**config.mk**
```make
export PLATFORM = sky130hd
export DESIGN_NAME = mdio_frame_master
export DESIGN_NICKNAME = d
export VERILOG_FILES = /design/src/rtl/mdio_pkg.sv /design/src/rtl/mdio_half_timer.sv /design/src/rtl/mdio_bit_seq.sv /design/src/rtl/mdio_frame_master.sv
export SDC_FILE = /design/constraint.sdc
export NUM_CORES = 1
export LEC_CHECK = 0
export BUFFER_PORTS_ARGS = -buffer_cell sky130_fd_sc_hd__buf_4
export CAP_MARGIN = 20
export CORE_MARGIN = 1.5
export CORE_UTILIZATION = 55
export CTS_BUF_LIST = sky130_fd_sc_hd__clkbuf_8 sky130_fd_sc_hd__clkbuf_16
export DETAILED_ROUTE_END_ITERATION = 8
export PLACE_DENSITY = 0.87
export SETUP_SLACK_MARGIN = 0.02
export SLEW_MARGIN = 20
export SYNTH_ARGS = -nofsm -noshare
export SYNTH_HDL_FRONTEND = slang
export SYNTH_HIERARCHICAL = 1
export SYNTH_SLANG_ARGS = --single-unit
```
**constraint.sdc**
```tcl
create_clock -name clk -period 4.95 [get_ports clk]
set_input_delay 0.99 -clock clk [delete_from_list [all_inputs] [get_ports clk]]
set_output_delay 0.99 -clock clk [all_outputs]
set_load 0.005 [all_outputs]
```
**src/rtl/mdio_pkg.sv**
```systemverilog
package mdio_pkg;
  localparam int ADDR_W      = 5;
  localparam int DATA_W      = 16;
  localparam int PRE_BITS    = 32;
  localparam int TAIL_BITS   = 32;
  localparam int FRAME_BITS  = 32;
  localparam int RD_CMD_BITS = 4 + 2 * ADDR_W;
  localparam int CAP_BITS    = DATA_W + 2;
  localparam int SEG_MAX     = 32;
  localparam int CNT_W       = $clog2(SEG_MAX);

  typedef enum logic [2:0] {
    SEG_IDLE,
    SEG_PRE,
    SEG_CMD,
    SEG_CAP,
    SEG_TAIL
  } seg_e;

  // Start 01, opcode (01 write / 10 read), addresses, turnaround 10, data.
  function automatic logic [FRAME_BITS-1:0] build_frame(
    input logic              wr,
    input logic [ADDR_W-1:0] phy,
    input logic [ADDR_W-1:0] ra,
    input logic [DATA_W-1:0] d
  );
    return {2'b01, (wr ? 2'b01 : 2'b10), phy, ra, 2'b10, d};
  endfunction
endpackage

```
**src/rtl/mdio_half_timer.sv**
```systemverilog
module mdio_half_timer #(
  parameter int HALF_DIV = 25
) (
  input  logic clk,
  input  logic rst_n,
  input  logic run,
  output logic tick
);
  localparam int CW = (HALF_DIV > 1) ? $clog2(HALF_DIV) : 1;
  localparam logic [CW-1:0] LAST = CW'(HALF_DIV - 1);

  logic [CW-1:0] cnt;

  assign tick = run && (cnt == LAST);

  always_ff @(posedge clk or negedge rst_n) begin
    if (!rst_n)          cnt <= '0;
    else if (!run || tick) cnt <= '0;
    else                 cnt <= cnt + 1'b1;
  end

  // a phase never exceeds HALF_DIV cycles
  assert_half_bound_R3: assert property (@(posedge clk) disable iff (!rst_n)
    cnt <= LAST);
  assert_idle_clear_R3: assert property (@(posedge clk) disable iff (!rst_n)
    !run |=> cnt == '0);
endmodule

```
**src/rtl/mdio_bit_seq.sv**
```systemverilog
module mdio_bit_seq
  import mdio_pkg::*;
(
  input  logic clk,
  input  logic rst_n,
  input  logic start,
  input  logic is_read,
  input  logic tick,
  output seg_e seg,
  output logic mdc,
  output logic bit_adv,
  output logic sample,
  output logic done
);
  logic [CNT_W-1:0] bit_idx;
  int               seg_len;
  logic             last_bit;

  always_comb begin
    case (seg)
      SEG_PRE: seg_len = PRE_BITS;
      SEG_CMD: seg_len = is_read ? RD_CMD_BITS : FRAME_BITS;
      SEG_CAP: seg_len = CAP_BITS;
      default: seg_len = TAIL_BITS;
    endcase
    last_bit = (bit_idx == CNT_W'(seg_len - 1));
  end

  assign bit_adv = tick && mdc;
  assign sample  = tick && !mdc && (seg == SEG_CAP);

  always_ff @(posedge clk or negedge rst_n) begin
    if (!rst_n) begin
      seg     <= SEG_IDLE;
      mdc     <= 1'b1;
      bit_idx <= '0;
      done    <= 1'b0;
    end else begin
      done <= 1'b0;
      if (seg == SEG_IDLE) begin
        if (start) begin
          seg     <= SEG_PRE;
          mdc     <= 1'b0;
          bit_idx <= '0;
        end
      end else if (tick) begin
        if (!mdc) begin
          mdc <= 1'b1;
        end else if (!last_bit) begin
          bit_idx <= bit_idx + 1'b1;
          mdc     <= 1'b0;
        end else begin
          bit_idx <= '0;
          case (seg)
            SEG_PRE: begin seg <= SEG_CMD; mdc <= 1'b0; end
            SEG_CMD: begin seg <= is_read ? SEG_CAP : SEG_TAIL; mdc <= 1'b0; end
            SEG_CAP: begin seg <= SEG_TAIL; mdc <= 1'b0; end
            default: begin seg <= SEG_IDLE; done <= 1'b1; end
          endcase
        end
      end
    end
  end

  // completion is a single-cycle pulse
  assert_done_single_R9: assert property (@(posedge clk) disable iff (!rst_n)
    done |=> !done);
  // the clock rests high between transactions
  assert_idle_mdc_high_R1: assert property (@(posedge clk) disable iff (!rst_n)
    (seg == SEG_IDLE) |-> mdc);
endmodule

```
**src/rtl/mdio_frame_master.sv**
```systemverilog
module mdio_frame_master
  import mdio_pkg::*;
#(
  parameter int HALF_DIV = 25
) (
  input  logic              clk,
  input  logic              rst_n,
  input  logic              req_valid,
  output logic              req_ready,
  input  logic              req_write,
  input  logic [ADDR_W-1:0] req_phy,
  input  logic [ADDR_W-1:0] req_reg,
  input  logic [DATA_W-1:0] req_wdata,
  output logic              rsp_valid,
  output logic [DATA_W-1:0] rsp_rdata,
  output logic              mdc,
  output logic              mdio_o,
  output logic              mdio_oe,
  input  logic              mdio_i
);
  seg_e                  seg;
  logic                  busy, accept, tick, bit_adv, sample, done;
  logic                  is_read;
  logic [FRAME_BITS-1:0] cmd_sr;
  logic [DATA_W-1:0]     cap_sr;

  assign busy      = (seg != SEG_IDLE);
  assign req_ready = !busy;
  assign accept    = req_valid && req_ready;

  mdio_half_timer #(.HALF_DIV(HALF_DIV)) u_timer (
    .clk  (clk),
    .rst_n(rst_n),
    .run  (busy),
    .tick (tick)
  );

  mdio_bit_seq u_seq (
    .clk    (clk),
    .rst_n  (rst_n),
    .start  (accept),
    .is_read(is_read),
    .tick   (tick),
    .seg    (seg),
    .mdc    (mdc),
    .bit_adv(bit_adv),
    .sample (sample),
    .done   (done)
  );

  always_ff @(posedge clk or negedge rst_n) begin
    if (!rst_n) begin
      is_read <= 1'b0;
      cmd_sr  <= '0;
      cap_sr  <= '0;
    end else if (accept) begin
      is_read <= !req_write;
      cmd_sr  <= build_frame(req_write, req_phy, req_reg, req_wdata);
      cap_sr  <= '0;
    end else begin
      if (bit_adv && seg == SEG_CMD) cmd_sr <= {cmd_sr[FRAME_BITS-2:0], 1'b0};
      // 18 samples pass through a 16-bit register: the first two fall off
      if (sample) cap_sr <= {cap_sr[DATA_W-2:0], mdio_i};
    end
  end

  assign mdio_o    = (seg == SEG_CMD) ? cmd_sr[FRAME_BITS-1] : 1'b1;
  assign mdio_oe   = busy && (seg != SEG_CAP);
  assign rsp_valid = done;
  assign rsp_rdata = cap_sr;

  // the data line only moves while the clock is low
  assert_mdio_steady_high_R3: assert property (@(posedge clk) disable iff (!rst_n)
    mdc |-> $stable(mdio_o));
  // only reads release the line during a transaction
  assert_release_read_only_R6: assert property (@(posedge clk) disable iff (!rst_n)
    (busy && !mdio_oe) |-> is_read);
  // a transaction begins only from a presented request
  assert_start_needs_req_R2: assert property (@(posedge clk) disable iff (!rst_n)
    $rose(busy) |-> $past(req_valid));
  // drive enable is off when idle
  assert_idle_undriven_R1: assert property (@(posedge clk) disable iff (!rst_n)
    mdc && !busy |-> !mdio_oe);
endmodule

```
Word-level counts from Yosys, hierarchy flattened
Cells that the tools add are included.
- $add $sub $neg: 3
- multipliers: 0
- div/mod/pow operators: 0
- order comparisons: 0
- eq/ne operators: 7
- shift-type cells: 0
- multiplexer cells: 30
- bitwise operators: 0
- reductions and logical operators: 22
- operators by type and width (cell ; number):
    $mux W32 ; 2
    $mux W16 ; 2
    $mux W5 ; 6
    $mux W3 ; 6
    $add A5 B1 Y5 const B ; 2
    $mux W1 ; 10
    $pmux W5 S2 ; 1
    $reduce_bool A2 Y1 ; 5
    $pmux W3 S3 ; 1
    $logic_and A1 B1 Y1 ; 7
    $eq A3 B2 Y1 const B ; 2
    $eq A5 B5 Y1 ; 1
    $eq A5 B5 Y1 const B ; 1
    $sub A5 B2 Y5 const B ; 1
    $mux W4 ; 1
    $reduce_and A4 Y1 ; 1
    $eq A3 B1 Y1 const B ; 1
    $logic_not A1 Y1 ; 3
    $logic_not A3 Y1 ; 1
    $ne A3 B2 Y1 const B ; 1
    $reduce_and A3 Y1 ; 1
    $reduce_bool A3 Y1 ; 1
    $reduce_or A3 Y1 ; 1
    $mux W2 ; 1
    3 further kinds ; 3
- flip-flop bits (word level): 64
- latch bits: 0
- RAM bits: 0
- ROM bits: 0
- input port bits: 31
- output and inout port bits: 21
- word-level logic and storage cells: 70
- memories: 0

Longest topological paths before layout
Gate-level depths: netlist (run 1).
- word-level depth: 8
- gate-level depth with buffers: 12
- mapped depth without buffers: 10

Cells and area by module
Netlist (run 1), hierarchy kept.
- modules (own cells, without submodules) (module ; times used ; cells an instance ; area an instance (um2) ; sequential area each (um2)):
    mdio_frame_master ; 1 ; 201 ; 2301.0 ; 1226.2
    mdio_bit_seq ; 1 ; 74 ; 666.9 ; 251.5
    mdio_half_timer ; 1 ; 23 ; 285.3 ; 125.1

Worst setup path before layout (run 1)
OpenSTA, ideal clock, no wires.
- kind: input-to-reg
- start point: in req_valid
- end point: reg u_seq.bit_idx[4]
- library setup time: 121 ps
- data arrival time: 2394 ps
- required time: 4829 ps
- slack: 2435 ps
- stages on the path: 9
- buffers on the path: 3
- cell sequence: or4b_1 -> buf_2 -> clkinv_4 -> buf_8 -> buf_4 -> mux2i_1 -> a31oi_1 -> o21ai_0 -> a22o_1
- longest elaborated chain between the ends: 3
- ends and longest elaborated chain (item ; line ; text):
    start, declared ; mdio_frame_master.sv:8 ; input logic req_valid,
    $logic_and A1 B1 Y1 ; mdio_frame_master.sv:29 ; assign accept = req_valid && req_ready;
    via accept ; mdio_frame_master.sv:22 ; logic busy, accept, tick, bit_adv, sample, done;
    $ne A2 B2 Y1 (no line) ; - ;
    $reduce_and A3 Y1 (no line) ; - ;
    end signal, assigned ; mdio_bit_seq.sv:50 ; bit_idx <= bit_idx + 1'b1;
    end, declared ; mdio_bit_seq.sv:15 ; logic [CNT_W-1:0] bit_idx;
The timed path passes the listed nets, and every way through them passes these cells.
A chain may end at the register's enable or synchronous reset.

Final worst setup path (run 1)
- start point: reg u_timer.cnt[0]
- end point: reg cmd_sr[21]
- longest elaborated chain between the ends: 5
- ends and longest elaborated chain (item ; line ; text):
    start, declared ; mdio_half_timer.sv:12 ; logic [CW-1:0] cnt;
    start signal, assigned ; mdio_half_timer.sv:19 ; else cnt <= cnt + 1'b1;
    $eq A5 B5 Y1 ; mdio_half_timer.sv:14 ; assign tick = run && (cnt == LAST);
    $logic_and A1 B1 Y1 ; mdio_half_timer.sv:14 ;
    via tick ; mdio_frame_master.sv:22 ;
    $logic_and A1 B1 Y1 ; mdio_bit_seq.sv:29 ; assign bit_adv = tick && mdc;
    via bit_adv ; mdio_frame_master.sv:22 ;
    $logic_and A1 B1 Y1 ; mdio_frame_master.sv:61 ; if (bit_adv && seg == SEG_CMD) cmd_sr <= {cmd_sr[FRAME_BITS-2:0], 1'b0};
    $reduce_bool A2 Y1 (no line) ; - ;
    end signal, assigned ; mdio_frame_master.sv:58 ; cmd_sr <= build_frame(req_write, req_phy, req_reg, req_wdata);
    end signal, assigned ; mdio_frame_master.sv:61 ;
    end, declared ; mdio_frame_master.sv:24 ; logic [FRAME_BITS-1:0] cmd_sr;
The timed path passes the listed nets, and every way through them passes these cells.

==> results of run 1 <==
[where the power goes]
group | switching, mW | internal, mW
Clock | 0.213 | 0.284
Sequential | 0.0165 | 0.546
Combinational | 0.0350 | 0.0396
Total | 0.265 | 0.869
[routing by layer]
layer | up-vias | part of all wire, %
met1 | 1151 | 44
met3 | 17 | 4.4
met5 | - | 0
li1 | 1132 | -
met2 | 62 | 50
met4 | 0 | 2.0
[worst paths after layout]
check	from	to	slack [ns]	cells after the start
hold reg to reg	cmd_sr[29]	cmd_sr[30]	0.49	2
setup reg to reg	u_timer/cnt[0]	cmd_sr[21]	1.84	10
min in group asynchronous	rst_n	u_timer/cnt[1]	0.72	1
max in group asynchronous	rst_n	u_timer/cnt[2]	3.71	1
setup / recovery	u_timer/cnt[0]	cmd_sr[21]	1.84	10
hold / removal	cmd_sr[29]	cmd_sr[30]	0.49	2
[state kept, by name (all words and copies together), names as in the netlist]
register,flops
cmd_sr,32
is_read,1
rsp_rdata,16
u_seq/bit_idx,5
u_seq/done,1
u_seq/mdc,1
u_seq/seg,3
u_timer/cnt,5
[logic make-up (layout without fill, tap and decap cells)]
kind of cell / count (synthesis) / count (layout)
fa+ha+maj: 5 / 5
xor+xnor: 6 / 6
simple gates: 76 / 76
mux: 20 / 20
flops: 64 / 64
compound gates: 80 / 80
buf+inv: 47 / 100
[worst reg2reg max path, stage by stage, from the launching register on]
cell and delay (ns):
sky130_fd_sc_hd__dfrtp_1 0.42, sky130_fd_sc_hd__inv_1 0.08, sky130_fd_sc_hd__ha_1 0.15, sky130_fd_sc_hd__and4b_4 0.30, sky130_fd_sc_hd__and2_2 0.17, sky130_fd_sc_hd__nand2_1 0.10
sky130_fd_sc_hd__inv_1 0.15, sky130_fd_sc_hd__nor4bb_4 0.30, sky130_fd_sc_hd__buf_4 0.43, sky130_fd_sc_hd__or2_2 0.63, sky130_fd_sc_hd__o21ai_0 0.23
[area by class of cell]
| cell class | count | share of cell area [%] |
|---|---|---|
| Sequential cell | 64 | 41.8 |
| Multi-Input combinational cell | 187 | 36.6 |
| Timing Repair Buffer | 53 | 10.4 |
| Clock buffer | 9 | 3.23 |
| Inverter | 31 | 3.17 |
| Clock inverter | 7 | 2.48 |
| Tap cell | 72 | 2.35 |
[synth_stat cells, drive strengths merged (5+ instances only)]
library cell	instances
dfrtp	63
o21ai	39
inv	30
nor2	26
a22oi	25
mux2i	19
nand2	14
buf	13
nand3	8
a21oi	6
ha	5
nand2b	5
[stage by stage]
| step | total power [mW] | instances |
|---|---|---|
| 3_5_place_dp | 0.647 | 407 |
| 5_1_grt | 1.18 | 423 |
| 2_1_floorplan | 0.597 | 298 |
| 4_1_cts | 1.15 | 423 |
| 6_report | 1.13 | 423 |
| 3_3_place_gp | 0.643 | 407 |
==> qor.tcl, run 1 <==
set qor(run_status) {finished clean}
set qor(finalWeightedCongestion) 0.894
set qor(seq_area_frac_synth_pct) 49.3
set qor(power_per_cell_area_mw_per_mm2) 296
set qor(drive_above_1_share_pct) 33.0
set qor(top_usage_layer) {met2}
set qor(cpPeakStageDelay_ns) 0.63
set qor(synth.avg_cell_area_um2) 10.9
set qor(critical_path.most_common_cell) {sky130_fd_sc_hd__inv_1}
set qor(vdd_drop_max_v) 0.000191
set qor(grt_util_all_layers_pct) 22.9
set qor(synth_top_family_by_area) {compound AO/OA/AOI/OAI gates}
set qor(layout.filler_cells) 442
set qor(cts_root_buf) {sky130_fd_sc_hd__clkbuf_8}
set qor(mostFrequentLayoutCells) {sky130_fd_sc_hd__dfrtp_1 (63), sky130_fd_sc_hd__buf_4 (53), sky130_fd_sc_hd__inv_1 (30), sky130_fd_sc_hd__nor2_1 (24), sky130_fd_sc_hd__o21ai_2 (22)}
set qor(detail_route.vias_per_cell) 5.58
set qor(maxSlewHeadroom_pct) 47.9
set qor(timing.critical_path.max_delay_family) {simple AND/OR/NAND/NOR gates}
set qor(edff_count_synth) 0
set qor(cts_made_buffers) 9
set qor(layout.area.seq_mm2) 0.00160
set qor(grt_first_pass_wirelength_mm) 11.0
set qor(finalHoldWorstSlack_ns) 0.486
set qor(detail_route.wirelength_mm) 6.50
set qor(synthesis.area_mm2) 0.00325
set qor(dp_slack_ns) 1.89
set qor(synth.yosys.warnings) 6
set qor(synthDominantAreaCellType) {sky130_fd_sc_hd__dfrtp_1}
set qor(grt_antenna_before_repair) 0
set qor(synth_ff_type) {sky130_fd_sc_hd__dfrtp_1}
set qor(pin_count) 52
set qor(final.setup_skew_ns) 0.00632
set qor(drt_drc_violations_left) 0
set qor(yosys.area.top_type_share_pct) 48.5
set qor(netlist_top_cells_area) {sky130_fd_sc_hd__dfrtp_1 (48%), sky130_fd_sc_hd__o21ai_2 (5.9%), sky130_fd_sc_hd__mux2i_1 (5.8%)}
set qor(groute.layer.met2.usage_pct) 34.8
set qor(fin_tns_setup_ns) 0
set qor(worst_skew_pair.late_latency_ns) 0.34
set qor(number_of_port_buffers) 51
set qor(synthXorXnorAreaFrac_pct) 1.62
set qor(mappedNetlistNets) 334
set qor(first_iter_violations) 176
set qor(grt_start_max_net_pins) 65
set qor(die_w_um) 79.9
set qor(yosys.area_share.simple_pct) 13.2
set qor(dp.final_hpwl_mm) 4.27
set qor(global_route.usage.met3_pct) 4.91
set qor(first_global_vias) 2272
set qor(antenna_left) 0
set qor(htree_levels) 3
set qor(design.die.area_mm2) 0.00638
set qor(postLayoutCellArea_mm2) 0.00383
set qor(layout_commonest_cell) {sky130_fd_sc_hd__dfrtp_1}
set qor(slowest_stage) {sky130_fd_sc_hd__or2_2}
set qor(critPathMaxFanout) 37
set qor(hold_class) {flip-flop to flip-flop}
set qor(fin_worst_setup_slack_ns) 1.84
set qor(grt-ovfl-total) 0
set qor(synth.mux.area_fraction_pct) 6.31
set qor(numClockSinks) 64
set qor(worstSetupPathType) {flip-flop to flip-flop}
set qor(finalNetCount) 382
set qor(crit_path_cell_trace) {inv_1, ha_1, and4b_4, and2_2, nand2_1, inv_1, nor4bb_4, buf_4, or2_2, o21ai_0}
set qor(ctsLongestPathBuffers) 2
set qor(synth-compound-area-share_pct) 19.5
set qor(cts.repair.resized) 0
set qor(finalHoldViolCount) 0
set qor(critical_path_buf_inv_count) 3
set qor(via_count) 2362
set qor(setup_violations) 0
set qor(synth-seq-cells) 64
set qor(place_area_mm2) 0.00361
set qor(drt-pass1-iter-count) 4
set qor(fin_util_pct) 68.4
set qor(crit_arrival_ns) 3.30
set qor(clkTransAtPathRegs_ns) 0.08
set qor(multi_input_area_mm2) 0.00140
set qor(synth_cell_type_count) 51
set qor(tritoncts_clock_tree) {yes}
set qor(route.detailed.wl_per_inst_um) 15.4
set qor(synth_cells) 298
set qor(die_h_um) 79.9
set qor(area_growth_syn_to_layout_pct) 17.8
set qor(postSynth.asyncResetShare_pct) 100
set qor(total_leakage_power_nw) 1.72
set qor(timing.fmax_mhz) 322
set qor(rows) 27
set qor(kind_of_end_point_of_the_critical_path) {flip-flop}
set qor(cts.hold.buffers_added) 0
set qor(timing.final.max_slew_violations) 0
set qor(antenna_cells_inserted) 0
set qor(core_mm2) 0.00561
set qor(crit_path_start_kind) {flip-flop}
set qor(maxCapViolCount) 0
set qor(finalCriticalPeriod_ns) 3.11
set qor(cts.repair_timing.setup_buffer_count) 0
set qor(initial_core_utilization_pct) 58.0
set qor(timing.critical_path.required_ns) 5.14
set qor(final.period_utilization_pct) 62.8
set qor(rsz0062_at_grt) {false}
set qor(synthAdderAreaFrac_pct) 1.92
set qor(grtUsageMet1_pct) 30.9
set qor(worstMarginPinSlew_ns) 0.782
No activity file was read; power rests on OpenSTA's default activity.
==> run 2: changes to the inputs <==
==> constraint.sdc (replaced) <==
create_clock -name clk -period 3.01 [get_ports clk]
set_input_delay 0.602 -clock clk [delete_from_list [all_inputs] [get_ports clk]]
set_output_delay 0.602 -clock clk [all_outputs]
set_load 0.005 [all_outputs]
==> qor.tcl, run 2 (synthesis gave the netlist of run 1 again) <==
set qor(instances_no_fill) 425 ;# +0.47%
set qor(timing.final.max_slew_violations) 0 ;# unchanged
set qor(vdd_drop_max_v) 0.000362 ;# +90%
set qor(finalHoldWorstSlack_ns) 0.345 ;# -0.142 ns
set qor(top_register) {cmd_sr}
set qor(clkTransAtPathRegs_ns) 0.07 ;# about the same
set qor(fin_util_pct) 68.7 ;# +0.29 points
set qor(timing.critical_path.required_ns) 3.19 ;# -1.95 ns
set qor(finalHoldViolCount) 0 ;# unchanged
set qor(drive_above_1_share_pct) 33.4 ;# +0.38 points
set qor(core_mm2) 0.00561 ;# unchanged
set qor(worstMarginPinSlew_ns) 0.779 ;# -0.00341 ns
set qor(timing.fmax_mhz) 376 ;# +17%
set qor(power_per_cell_area_mw_per_mm2) 481 ;# +63%
set qor(cellInternalPower_mw) 1.43 ;# +64%
set qor(kind_of_end_point_of_the_critical_path) {flip-flop}
set qor(postLayoutCellArea_mm2) 0.00385 ;# +0.42%
set qor(fin_worst_setup_slack_ns) 0.353 ;# -1.49 ns
set qor(die_w_um) 79.9 ;# unchanged
set qor(cts_root_buf) {sky130_fd_sc_hd__clkbuf_8}
set qor(tritoncts_clock_tree) {yes}
set qor(multi_input_area_mm2) 0.00140 ;# unchanged
set qor(place_area_mm2) 0.00363 ;# +0.42%
set qor(final.period_utilization_pct) 88.3 ;# +25 points
set qor(first_iter_violations) 173 ;# -1.7%
set qor(layout.filler_cells) 414 ;# -6.3%
set qor(maxSlewHeadroom_pct) 48.1 ;# +0.23 points
set qor(detail_route.wirelength_mm) 6.30 ;# -3.1%
set qor(run_status) {finished clean}
set qor(cts.hold.buffers_added) 0 ;# unchanged
set qor(crit_arrival_ns) 2.84 ;# -0.46 ns
set qor(ctsLongestPathBuffers) 2 ;# unchanged
set qor(layout.area.seq_mm2) 0.00160 ;# unchanged
set qor(antenna_left) 0 ;# unchanged
set qor(die_h_um) 79.9 ;# unchanged
set qor(pwr-share-comb_pct) 6.5 ;# about the same
set qor(largest_register_ffs) 32 ;# unchanged
set qor(power.total_mw) 1.85 ;# +63%
set qor(dp_slack_ns) 0.337 ;# -1.55 ns
set qor(grt_antenna_before_repair) 0 ;# unchanged
set qor(area_growth_syn_to_layout_pct) 18.3
set qor(drt_drc_violations_left) 0 ;# unchanged
set qor(hold_class) {input pin to asynchronous set/reset pin}
set qor(cts.repair.resized) 0 ;# unchanged
set qor(sequentialPowerShare_pct) 49.9 ;# +0.3 points
set qor(initial_core_utilization_pct) 58.0 ;# unchanged
set qor(grt_first_pass_wirelength_mm) 10.2 ;# -7.6%
set qor(maxCapViolCount) 0 ;# unchanged
set qor(finalWeightedCongestion) 0.827 ;# -7.5%
set qor(switching_fraction_of_total_power_pct) 22.9 ;# -0.45 points
set qor(drt-pass1-iter-count) 4 ;# unchanged
set qor(numClockSinks) 64 ;# unchanged
set qor(layout_commonest_cell) {sky130_fd_sc_hd__dfrtp_1}
set qor(crit_path_start_kind) {flip-flop}
set qor(via_count) 2366 ;# +0.17%
set qor(critPathMaxFanout) 25 ;# -32%
set qor(finalCriticalPeriod_ns) 2.66 ;# -0.453 ns
set qor(total_leakage_power_nw) 1.72 ;# +0.16%
set qor(finalNetCount) 384 ;# +0.52%
set qor(clock_power_share_pct) 43.6 ;# -0.3 points
set qor(final.setup_skew_ns) 0.00825 ;# +0.00193 ns
set qor(pin_count) 52 ;# unchanged
set qor(rsz0062_at_grt) {false}
set qor(route.detailed.wl_per_inst_um) 14.8 ;# -3.6%
set qor(detail_route.vias_per_cell) 5.57 ;# -0.30%
set qor(worstSetupPathType) {flip-flop to flip-flop}
set qor(worst_skew_pair.late_latency_ns) 0.34 ;# about the same
set qor(htree_levels) 3 ;# unchanged
set qor(rows) 27 ;# unchanged
set qor(grt-ovfl-total) 0 ;# unchanged
set qor(setup_violations) 0 ;# unchanged
set qor(mostFrequentLayoutCells) {sky130_fd_sc_hd__dfrtp_1 (63), sky130_fd_sc_hd__buf_4 (55), sky130_fd_sc_hd__inv_1 (30), sky130_fd_sc_hd__nor2_1 (24), sky130_fd_sc_hd__o21ai_2 (22)}
set qor(cts_made_buffers) 9 ;# unchanged
set qor(first_global_vias) 2243 ;# -1.3%
set qor(switchingPower_uw) 424 ;# +60%
set qor(grt_start_max_net_pins) 65 ;# unchanged
set qor(cts.repair_timing.setup_buffer_count) 0 ;# unchanged
set qor(design.die.area_mm2) 0.00638 ;# unchanged
set qor(place_inst) 409 ;# +0.49%
set qor(number_of_port_buffers) 51 ;# unchanged
set qor(dp.final_hpwl_mm) 4.25 ;# -0.42%
set qor(fin_tns_setup_ns) 0 ;# unchanged
set qor(antenna_cells_inserted) 0 ;# unchanged
set qor(grt_util_all_layers_pct) 21.0 ;# -1.9 points
==> run 2: path summary, 6_finish.rpt <==
check,start,end,slack [ns],depth (start not counted)
min reg2reg,cmd_sr[29],cmd_sr[30],0.49,2
max,u_timer/cnt[0],cmd_sr[20],0.35,9
max reg2reg,u_timer/cnt[0],cmd_sr[20],0.35,9
max in group asynchronous,rst_n,is_read,2.16,1
min in group clk,req_wdata[0],cmd_sr[0],0.48,3
min,rst_n,u_timer/cnt[2],0.34,1
==> run 2: cell type report <==
cell class              instances  share of cell area [%]
flip-flops and latches         64                    41.6
multi-input cells             187                    36.4
repair buffers                 55                    10.7
clock buffers                   9                    3.22
inverters                      31                    3.15
clock inverters                 7                    2.50
well taps                      72                    2.34
==> run 2: critical path, cell delays in order (launching register included) <==
cell and delay [ns]:
sky130_fd_sc_hd__dfrtp_1 0.42, sky130_fd_sc_hd__inv_1 0.08, sky130_fd_sc_hd__ha_1 0.15, sky130_fd_sc_hd__and4b_4 0.30
sky130_fd_sc_hd__and2_2 0.17, sky130_fd_sc_hd__nand2_1 0.10, sky130_fd_sc_hd__inv_1 0.15, sky130_fd_sc_hd__nor4bb_4 0.32
sky130_fd_sc_hd__or2_2 0.60, sky130_fd_sc_hd__o21ai_0 0.19
==> run 2: power groups by stage <==
stage	clock, mW	sequential, mW	combinational [mW]
after floorplan	0	0.934	0.0481
after global placement	0	0.938	0.118
after detailed placement	0	0.939	0.123
after CTS	0.825	0.923	0.124
after global routing	0.853	0.927	0.136
final	0.807	0.924	0.121
==> run 2: routing by layer <==
layer / vias up / wire length (um) / GRT usage [%]
met1: 1161 / 2700 / 26.7
met3: 8 / 313 / 5.14
li1: 1136 / - / -
met5: - / 0 / 0
met4: 0 / 54 / 10.5
met2: 61 / 3230 / 33.4
